**config.mk**
```make
export PLATFORM = sky130hd
export DESIGN_NAME = sbm_mult
export DESIGN_NICKNAME = d
export VERILOG_FILES = /design/src/rtl/sbm_pkg.sv /design/src/rtl/sbm_lfsr.sv /design/src/rtl/sbm_bitgen.sv /design/src/rtl/sbm_tally.sv /design/src/rtl/sbm_mult.sv
export SDC_FILE = /design/constraint.sdc
export NUM_CORES = 1
export LEC_CHECK = 0
export CAP_MARGIN = 10
export CORE_MARGIN = 4
export CORE_UTILIZATION = 55
export CTS_CLUSTER_DIAMETER = 80
export DETAILED_ROUTE_END_ITERATION = 7
export PLACE_DENSITY = 0.91
export SYNTH_ARGS = -nofsm -noshare
export SYNTH_HDL_FRONTEND = slang
export SYNTH_SLANG_ARGS = --single-unit
```
**constraint.sdc**
```tcl
create_clock -name clk -period 5.5 [get_ports clk]
set_input_delay 1.1 -clock clk [delete_from_list [all_inputs] [get_ports clk]]
set_output_delay 1.1 -clock clk [all_outputs]
set_load 0.1 [all_outputs]
```
**src/rtl/sbm_pkg.sv**
```systemverilog
package sbm_pkg;
   // feedback masks: bit t-1 set for polynomial term x^t
   localparam logic [15:0] SBM_TAPS_A = 16'hD008;  // x16+x15+x13+x4+1
   localparam logic [15:0] SBM_TAPS_B = 16'hB400;  // x16+x14+x13+x11+1
   localparam logic [15:0] SBM_SEED_A = 16'hACE1;
   localparam logic [15:0] SBM_SEED_B = 16'h5A3C;

   typedef enum logic {
      SBM_FIBONACCI = 1'b0,
      SBM_GALOIS    = 1'b1
   } sbm_lfsr_kind_e;
endpackage

```
**src/rtl/sbm_lfsr.sv**
```systemverilog
module sbm_lfsr
   import sbm_pkg::*;
#(
   parameter int             W      = 16,
   parameter logic [W-1:0]   TAPS   = SBM_TAPS_A,
   parameter logic [W-1:0]   SEED   = SBM_SEED_A,
   parameter sbm_lfsr_kind_e KIND   = SBM_FIBONACCI
) (
   input  logic         clk,
   input  logic         rst_n,
   input  logic         load,
   input  logic         step,
   output logic [W-1:0] state
);
   logic [W-1:0] nxt;

   generate
      if (SEED == '0) begin : g_bad_seed
         $error("sbm_lfsr: seed must be nonzero");
      end
      if (W < 2) begin : g_bad_width
         $error("sbm_lfsr: width too small");
      end

      if (KIND == SBM_GALOIS) begin : g_galois
         always_comb nxt = {1'b0, state[W-1:1]} ^ (state[0] ? TAPS : '0);
      end else begin : g_fib
         always_comb nxt = {state[W-2:0], ^(state & TAPS)};
      end
   endgenerate

   always_ff @(posedge clk) begin
      if (!rst_n)      state <= SEED;
      else if (load)   state <= SEED;
      else if (step)   state <= nxt;
   end
endmodule

```
**src/rtl/sbm_bitgen.sv**
```systemverilog
module sbm_bitgen #(
   parameter int OPW = 8,
   parameter int RW  = 16
) (
   input  logic [RW-1:0] rnd,
   input  logic [OPW:0]  operand,
   output logic          bit_o
);
   localparam int TOP = RW - 1;

   generate
      if (RW < OPW) begin : g_bad
         $error("sbm_bitgen: generator narrower than operand");
      end
   endgenerate

   logic [OPW:0] sample;
   always_comb begin
      sample = {1'b0, rnd[TOP -: OPW]};
      bit_o  = (sample < operand);
   end
endmodule

```
**src/rtl/sbm_tally.sv**
```systemverilog
module sbm_tally #(
   parameter int LW = 16
) (
   input  logic          clk,
   input  logic          rst_n,
   input  logic          accept,
   input  logic [LW-1:0] length,
   input  logic          prod,
   output logic          busy,
   output logic          done,
   output logic [LW-1:0] count
);
   localparam logic [LW-1:0] ONE = LW'(1);

   logic [LW-1:0] remain;

   always_ff @(posedge clk) begin
      if (!rst_n) begin
         busy   <= 1'b0;
         done   <= 1'b0;
         count  <= '0;
         remain <= '0;
      end else begin
         done <= 1'b0;
         if (accept) begin
            count <= '0;
            if (length == '0) begin
               done <= 1'b1;
            end else begin
               busy   <= 1'b1;
               remain <= length;
            end
         end else if (busy) begin
            count  <= count + LW'(prod);
            remain <= remain - ONE;
            if (remain == ONE) begin
               busy <= 1'b0;
               done <= 1'b1;
            end
         end
      end
   end
endmodule

```
**src/rtl/sbm_mult.sv**
```systemverilog
module sbm_mult
   import sbm_pkg::*;
#(
   parameter int             OPW    = 8,
   parameter int             LW     = 16,
   parameter int             RW     = 16,
   parameter logic [RW-1:0]  TAPS_A = SBM_TAPS_A,
   parameter logic [RW-1:0]  TAPS_B = SBM_TAPS_B,
   parameter logic [RW-1:0]  SEED_A = SBM_SEED_A,
   parameter logic [RW-1:0]  SEED_B = SBM_SEED_B,
   parameter sbm_lfsr_kind_e KIND   = SBM_FIBONACCI
) (
   input  logic          clk,
   input  logic          rst_n,
   input  logic          start,
   input  logic [OPW:0]  op_a,
   input  logic [OPW:0]  op_b,
   input  logic [LW-1:0] length,
   output logic          busy,
   output logic          done,
   output logic [LW-1:0] count
);
   localparam int NCH = 2;

   generate
      if (SEED_A == SEED_B) begin : g_same_seed
         $error("sbm_mult: the two streams need distinct seeds");
      end
      if (OPW < 1 || LW < 1) begin : g_bad_w
         $error("sbm_mult: widths must be positive");
      end
   endgenerate

   logic           accept;
   logic [OPW:0]   a_q, b_q;
   logic [OPW:0]   opnd [NCH];
   logic [RW-1:0]  rnd  [NCH];
   logic [NCH-1:0] sbit;
   logic           prod;

   assign accept  = start & ~busy;
   assign opnd[0] = a_q;
   assign opnd[1] = b_q;

   always_ff @(posedge clk) begin
      if (!rst_n) begin
         a_q <= '0;
         b_q <= '0;
      end else if (accept) begin
         a_q <= op_a;
         b_q <= op_b;
      end
   end

   generate
      for (genvar c = 0; c < NCH; c++) begin : g_ch
         sbm_lfsr #(
            .W    (RW),
            .TAPS (c == 0 ? TAPS_A : TAPS_B),
            .SEED (c == 0 ? SEED_A : SEED_B),
            .KIND (KIND)
         ) u_lfsr (
            .clk   (clk),
            .rst_n (rst_n),
            .load  (accept),
            .step  (busy),
            .state (rnd[c])
         );
         sbm_bitgen #(.OPW(OPW), .RW(RW)) u_gen (
            .rnd     (rnd[c]),
            .operand (opnd[c]),
            .bit_o   (sbit[c])
         );
      end
   endgenerate

   assign prod = &sbit;

   sbm_tally #(.LW(LW)) u_tally (
      .clk    (clk),
      .rst_n  (rst_n),
      .accept (accept),
      .length (length),
      .prod   (prod),
      .busy   (busy),
      .done   (done),
      .count  (count)
   );
endmodule

```
# Word-level counts from Yosys, hierarchy flattened
# Cells that the tools add are included.
# W data, S select, Z words.
[word_totals]
in_bits = 37
ff_bits = 84
[op_classes]
add_sub_neg = 2
order_cmp = 2
bitwise_logic = 3
n_reduce_logical = 7
n_mux = 11
eq_ne = 2
[ops]
columns = ["cell", "n"]
rows = [
  ["$mux W16", 3],
  ["$reduce_xor A16 Y1", 2],
  ["$lt A8 B9 Y1", 2],
  ["$add A16 B1 Y16", 1],
  ["$eq A16 B1 Y1 const B", 1],
  ["$logic_not A16 Y1", 1],
  ["$sub A16 B1 Y16 const B", 1],
  ["$mux W1", 8],
  ["$reduce_and A2 Y1", 2],
  ["$ne A2 B2 Y1 const B", 1],
  ["$not A1 Y1", 2],
  ["$reduce_bool A2 Y1", 1],
  ["$reduce_or A2 Y1", 1],
  ["$and A1 B1 Y1", 1],
]

# Logic depth before layout (Yosys ltp)
# Gate-level depths: netlist (run 1).
[depth]
ltp_word = 4
mapped_depth = 14
ltp_nobuf = 14

# Cells and area by module
# Synthesis (run 1) repeated with hierarchy kept, for this count alone.
[hier_totals]
hier_cells = 507
area_unflattened_um2 = 4566.9
[modules_own_cells]
columns = ["mod", "seq_area_each_um2", "cells_per_inst", "instances", "area_per_inst_um2"]
rows = [
  ["sbm_tally", 680.7, 232, 1, 1965.6],
  ["sbm_mult", 360.3, 80, 1, 758.2],
  ["sbm_lfsr at g_ch[0].u_lfsr", 320.3, 72, 1, 724.4],
  ["sbm_lfsr at g_ch[1].u_lfsr", 320.3, 71, 1, 715.7],
  ["sbm_bitgen", 0.0, 26, 2, 201.4],
]

# Least setup slack after synthesis (run 1)
# OpenSTA, ideal clock, no wires.
[synth_path]
kind = "reg2reg"
start = "reg b_q[4]"
end = "reg u_tally.count[11]"
n_path_buf = 0
period_less_slack_ns = 2.614
path_stages_with_launch = 14
slack_ns = 2.886
arrival_time_ns = 2.487
path_cell_list = "dfxtp_1 inv_1 ha_1 a21o_1 a21o_1 a21oi_1 o221ai_1 a211oi_1 ha_1 nand2_1 nor3_1 and3_1 xnor2_1 nor2_1"
[synth_via]
elab_chain_cells = 3
[synth_lines]
columns = ["element", "line", "source"]
rows = [
  ["start, declared", "sbm_mult.sv:35", "logic [OPW:0] a_q, b_q;"],
  ["start signal, assigned", "sbm_mult.sv:51", "b_q <= op_b;"],
  ["$lt A8 B9 Y1", "sbm_bitgen.sv:20", "bit_o = (sample < operand);"],
  ["$reduce_and A2 Y1", "sbm_mult.sv:77", "assign prod = &sbit;"],
  ["$add A16 B1 Y16", "sbm_tally.sv:34", "count <= count + LW'(prod);"],
  ["end signal, assigned", "sbm_tally.sv:34", ""],
  ["end, declared", "sbm_tally.sv:11", "output logic [LW-1:0] count"],
]
# No other way between the ends.
# A chain may end at the register's enable or synchronous reset.

# Final worst setup path (run 1)
[layout_path]
start = "in length[3]"
end = "reg u_tally.remain[10]"
[layout_via]
elab_chain_cells = 3
[layout_lines]
columns = ["element", "line", "source"]
rows = [
  ["start, declared", "sbm_mult.sv:18", "input logic [LW-1:0] length,"],
  ["$logic_not A16 Y1", "sbm_tally.sv:27", "if (length == '0) begin"],
  ["$ne A2 B2 Y1 (no line)", "n/a", ""],
  ["$reduce_and A2 Y1 (no line)", "n/a", ""],
  ["end signal, assigned", "sbm_tally.sv:31", "remain <= length;"],
  ["end signal, assigned", "sbm_tally.sv:35", "remain <= remain - ONE;"],
  ["end, declared", "sbm_tally.sv:15", "logic [LW-1:0] remain;"],
]
# No other way between the ends.

==> flow_summary.toml, run 1 <==
[synthesis]
synth_edf_count = 0
yosysSeqAreaShare_pct = 41.6
async_flop_share_pct = 0
synthTopCellsByArea = "dfxtp_1, mux2i_1, nand2_1"
syn_area_per_cell_um2 = 8.50
ys_warn_count = 0
synth_area_um2 = 4040
yosysUniqueCellTypes = 47
synth_top_area_cell = "dfxtp_1"
synthCells = 475
synth_nets = 530
yosys.cell_count.top_type = "nand2_1"
synth_top_area_share_pct = 41.6
ys_ff_latch = 84
synth-main-ff-cell = "dfxtp_1"
synth_commonest_cells = "nand2_1, dfxtp_1, nor2_1"

[setup_path]
critical_path.top_delay_family = "compound AO/OA/AOI/OAI gates"
rr_startpoint = "g_ch[1].u_lfsr.state[12]"
reg2reg_depth = 12
start_kind = "input port"
crit_fanout = 22
crit_end = "u_tally.remain[10]"
cp.required_ps = 5750
critPathMaxStageDelay_ps = 750
cp_num_buf_inv = 1
r2r_end = "u_tally.count[11]"
critical_path_class = "input port to flop"
r2r_slack_ps = 2390
startpoint = "length[3]"
cp-end-kind = "flop"
cp_slowest_cell = "a21oi_2"
path_cells = "clkdlybuf4s50_1 -> nor4_1 -> nand4_1 -> a21oi_2 -> o21ai_0 -> a21boi_0"
arrival_ps = 3440
cp.depth = 6

[cts]
cts_tree = "built"
clk_latency_ps = 350
cts_num_sinks = 84
ctsResizeCount = 0
cts_hold_buf = 0
root_buffer = "clkbuf_8"
cts_buffers = 9
cts_max_level = 3
cts_buffer_depth = 2
cts_setup_buffers = 0
clkTransAtPathRegs_ps = 80

[min_path]
whs_path_depth = 2
hp-start = "a_q[1]"
hp-class = "flop to flop"

[timing]
hold_viol = 0
fin_crit_ps = 3190
max_slew_margin_pct = 32.4
setup_viol = 0
finalCritPeriodShare_pct = 57.9
drv_slew = 0
setup_tns_ps = 0
rsz0062_at_grt = "false"
tightest_slew_ps = 1010
whs_ps = 475
fmax_mhz = 314
finClkSkew_ps = 12.8

[floorplanning]
io_pins = 55
initial_core_util_pct = 58.2
die_y_um = 93.7
rows = 30
die_area_um2 = 8780
die_w_um = 93.7
fp.coreArea_um2 = 6940

[grt]
overflow = 0
grt_max_degree = 53
antenna_found_initial = 0
grtUsageTotal_pct = 20.3
grt_pass1_vias = 3264
grt_pass1_wl_um = 14300

[placed_design]
detailed_place_hpwl_um = 6090
place_area_um2 = 4620
port_buffers = 54
globalplace.congestion = 0.892

[pwr]
peakVddDrop_mv = 0.177
leakagePower_nw = 1.84
power_density_nw_per_um2 = 285

[run_status]
outcome = "completed"

[detailed_routing]
via_per_inst = 5.53
drc = 0
wire_per_inst_um = 13.7
drtAntennaViolNets = 0
vias = 3429
drt-initial-drc-count = 206
dr.pass1.iters = 6
drt_wl_total_um = 8510

[finish]
nNetsFinal = 574
fin_util_pct = 69.6
final_area_um2 = 4830
antenna_cells = 0
area_growth_pct = 19.6
drive_gt1_share_pct = 5.53

[flow_run]
drv_cap = 0
cells by family after synthesis:
family / after synthesis / share of synthesized area [%]
multiplexers: 32 / 7.93
flip-flops: 84 / 41.6
AND/OR/NAND/NOR: 194 / 22.4
XOR/XNOR: 20 / 4.34
AO/OA/AOI/OAI: 80 / 13.3
buffers and inverters: 47 / 4.86
adder cells (fa/ha/maj): 18 / 5.58
where the power goes:
part	internal, W	total, W	switching, W
clock network	0.000235	0.000453	0.000218
logic	0.000116	0.000253	0.000137
registers	0.000641	0.000672	0.0000313
total	0.000993	0.00138	0.000386
final cells by class:
class	instances	area (µm²)
multi-input combinational	344	2160
fill	535	2110
clock buffer	11	151
sequential	84	1680
timing repair buffer	58	571
inverter	22	82.6
tap	96	120
clock inverter	5	60.1
placed cells by master (no fill, tap or decap), types with 2 or more instances in the layout:
master and count:
nand3_1 11, or3_1 2, nor4_1 7, o21ai_0 10, mux2i_1 32, and3_1 11
inv_1 22, nor3b_1 2, nand2b_1 3, a21boi_0 23, nand3b_1 2, xnor2_1 9
a21boi_1 3, clkbuf_8 11, a211oi_1 3, clkinv_4 2, nand2_1 85, dfxtp_1 83
ha_1 18, o21a_1 4, buf_4 4, xor2_1 11, nand4_1 8, nor3_1 8
o22ai_1 3, a21oi_1 19, a21o_1 8, nor2_1 44, clkdlybuf4s50_1 54
worst min path at each step:
stage | to | slack (ps)
CTS | a_q[5] | 480
finish | a_q[1] | 470
global placement | g_ch[0].u_lfsr.state[7] | 450
floorplan | g_ch[0].u_lfsr.state[5] | 440
detailed placement | g_ch[1].u_lfsr.state[4] | 460
global route | a_q[5] | 500
stage by stage:
step                      instances  power, W  worst slack (ps)
after floorplan                 475  0.000864              2890
after global placement          604  0.000923              2150
after detailed placement        604  0.000935              2020
after CTS                       620   0.00139              2390
after global routing            620   0.00145              2140
final                           620   0.00138              2310
tightest hold or removal path: cells and delay by family (launching register included):
kind,cells,cell delay (ps)
DFF,1,320
AOI/OAI and AO/OA,1,60
and+or+nand+nor,1,50
state kept, by name, summed over array words and instances, names as in the netlist:
signal	count
u_tally.busy	1
a_q	9
b_q	9
u_tally.done	1
g_ch.u_lfsr.state	32
u_tally.remain	16
u_tally.count	16
per-layer routing:
layer,GRT usage [%],vias to the layer above,part of all wire [%]
met4,8.06,0,2.1
met2,36.1,128,50
met1,22.9,1575,41
li1,-,1709,-
met3,5.45,17,6.2
met5,0,-,0
No activity file was read; power rests on OpenSTA's default activity.
==> run 2, diff against run 1 <==
--- a/config.mk
+++ b/config.mk
@@ -7,10 +7,10 @@
 export LEC_CHECK = 0
 export CAP_MARGIN = 10
 export CORE_MARGIN = 4
-export CORE_UTILIZATION = 55
+export CORE_UTILIZATION = 49
 export CTS_CLUSTER_DIAMETER = 80
 export DETAILED_ROUTE_END_ITERATION = 7
-export PLACE_DENSITY = 0.91
+export PLACE_DENSITY = 0.86
 export SYNTH_ARGS = -nofsm -noshare
 export SYNTH_HDL_FRONTEND = slang
 export SYNTH_SLANG_ARGS = --single-unit
==> constraint.sdc (replaced) <==
create_clock -name clk -period 2.7 [get_ports clk]
set_input_delay 0.54 -clock clk [delete_from_list [all_inputs] [get_ports clk]]
set_output_delay 0.54 -clock clk [all_outputs]
set_load 0.1 [all_outputs]
==> run 2 against run 1 <==
- first-iteration DRC count fell by 36%
- clock power is 97% higher
- worst setup slack lost 2300 ps
- flip-flop and latch count did not move
- critical endpoint is now u_tally.count[11]
- largest power group unchanged
==> flow_summary.toml, run 2 (synthesis results as in run 1) <==
[run_status]
outcome = "completed"

[grt]
antenna_found_initial = 0
grtUsageTotal_pct = 18.0
grt_pass1_vias = 3264
grt_max_degree = 37
overflow = 0
grt_pass1_wl_um = 14800

[floorplanning]
die_area_um2 = 9760
io_pins = 55
die_y_um = 98.8
die_w_um = 98.8
rows = 32
fp.coreArea_um2 = 7890
initial_core_util_pct = 51.2

[timing]
finalCritPeriodShare_pct = 98.8
rsz0062_at_grt = "true"
finClkSkew_ps = 9.70
setup_tns_ps = 0
drv_slew = 0
max_slew_margin_pct = 71.3
setup_slack_ps = 31.9
fmax_mhz = 375
hold_viol = 0
fin_crit_ps = 2670
setup_viol = 0
tightest_slew_ps = 427

[finish]
layout_commonest_cell = "nand2_1"
nNetsFinal = 588
biggestRegsByFlops = "g_ch.u_lfsr.state: 32 flops, u_tally.count: 16 flops, u_tally.remain: 16 flops"
fillers = 642
drive_gt1_share_pct = 14.9
area_growth_pct = 23.0
regMostFlops = "g_ch.u_lfsr.state"
largest_register_ff_count = 32
antenna_cells = 0
mostFrequentLayoutCells = "nand2_1, dfxtp_1, nor2_1"

[cts]
root_buffer = "clkbuf_8"
cts_buffer_depth = 2
cts_tree = "built"
clkTransAtPathRegs_ps = 90
cts_max_level = 3
cts_buffers = 9
cts_num_sinks = 84
cts_hold_buf = 0
clk_latency_ps = 360

[detailed_routing]
vias = 3455
via_per_inst = 5.40
drt_wl_total_um = 8790
drtAntennaViolNets = 0
dr.pass1.iters = 4
drc = 0
drt-initial-drc-count = 131
wire_per_inst_um = 13.7

[setup_path]
cp.required_ps = 2950
crit_fanout = 4
r2r_slack_ps = 30
critical_path_class = "flop to flop"
cp-end-kind = "flop"
start_kind = "flop"
arrival_ps = 2920

[flow_run]
drv_cap = 0

[pwr]
leakagePower_nw = 1.95
peakVddDrop_mv = 0.377
power_density_nw_per_um2 = 563
p_total_w = 0.00280

[placed_design]
pre_cts_ws_ps = -202
port_buffers = 54
globalplace.congestion = 0.863
detailed_place_hpwl_um = 6290

[min_path]
hp-class = "flop to flop"
==> run 2: cell types whose count changed in the layout (fill, tap and decap cells not counted), moves of 3 or more <==
| cell | previous run | this run |
|---|---|---|
| buf_4 | 4 | 36 |
| clkdlybuf4s50_1 | 54 | 36 |
| dfxtp_1 | 83 | 79 |
| dfxtp_2 | 1 | 5 |
| ha_1 | 18 | 15 |
==> run 2: worst paths after layout <==
kind                from           endpoint  cells past startpoint
setup / recovery  b_q[4]  u_tally.count[11]                     14
hold / removal    a_q[0]             a_q[0]                      2
setup reg to reg  b_q[4]  u_tally.count[11]                     14
hold reg to reg   a_q[0]             a_q[0]                      2
==> run 2: timing repair <==
item / 4_1_cts / 5_1_grt
resized for setup: 4 / 16
pin swaps: 4 / 10
setup buffers: 0 / 2
endpoints found under the setup margin: 10 / 12
gates cloned: 0 / 0
==> run 2: layout make-up <==
| class | count | area [µm²] | area share (%) |
|---|---|---|---|
| tap | 102 | 128 | 2.57 |
| inverter | 22 | 82.6 | 1.66 |
| sequential | 84 | 1690 | 34.0 |
| clock buffer | 9 | 124 | 2.49 |
| timing repair buffer | 72 | 631 | 12.7 |
| clock inverter | 7 | 75.1 | 1.51 |
| multi-input combinational | 344 | 2240 | 45.1 |
==> run 2: critical path: stages (launching register included) <==
cell	delay (ps)
dfxtp_2	340
inv_2	40
ha_4	200
a21o_1	150
a21o_1	170
a21oi_2	130
o221ai_2	110
a211oi_2	350
ha_2	280
nand2_2	70
nor3_2	200
buf_4	160
and3_4	190
xnor2_2	110
nor2_1	60
==> run 2: routing by layer <==
| metal | part of all wire, % | track usage (%) | vias to the layer above |
|---|---|---|---|
| met5 | 0 | 0 | - |
| met3 | 5.7 | 4.95 | 13 |
| met1 | 43 | 23.0 | 1617 |
| met2 | 50 | 30.1 | 93 |
| met4 | 1.2 | 4.83 | 0 |
| li1 | - | - | 1732 |
==> run 2: through the flow <==
stage	hold WS (ps)	area, µm²	instances	utilization, %
floorplan	441	4040	475	-
global placement	453	4670	622	59.2
detailed placement	458	4670	622	59.2
CTS	469	4890	638	62.0
global route	489	4970	640	63.0
finish	467	4970	640	63.0
==> run 2: where the power goes <==
part | switching (W) | internal [W] | total, W
clock network | 0.000461 | 0.000432 | 0.000893
logic | 0.000285 | 0.000251 | 0.000536
registers | 0.0000614 | 0.00131 | 0.00137
==> run 3, diff against run 2 <==
--- a/config.mk
+++ b/config.mk
@@ -14,3 +14,4 @@
 export SYNTH_ARGS = -nofsm -noshare
 export SYNTH_HDL_FRONTEND = slang
 export SYNTH_SLANG_ARGS = --single-unit
+export TNS_END_PERCENT = 100
==> results of run 3 <==
No change in the layout: final DEF, timing and power equal those of run 2.
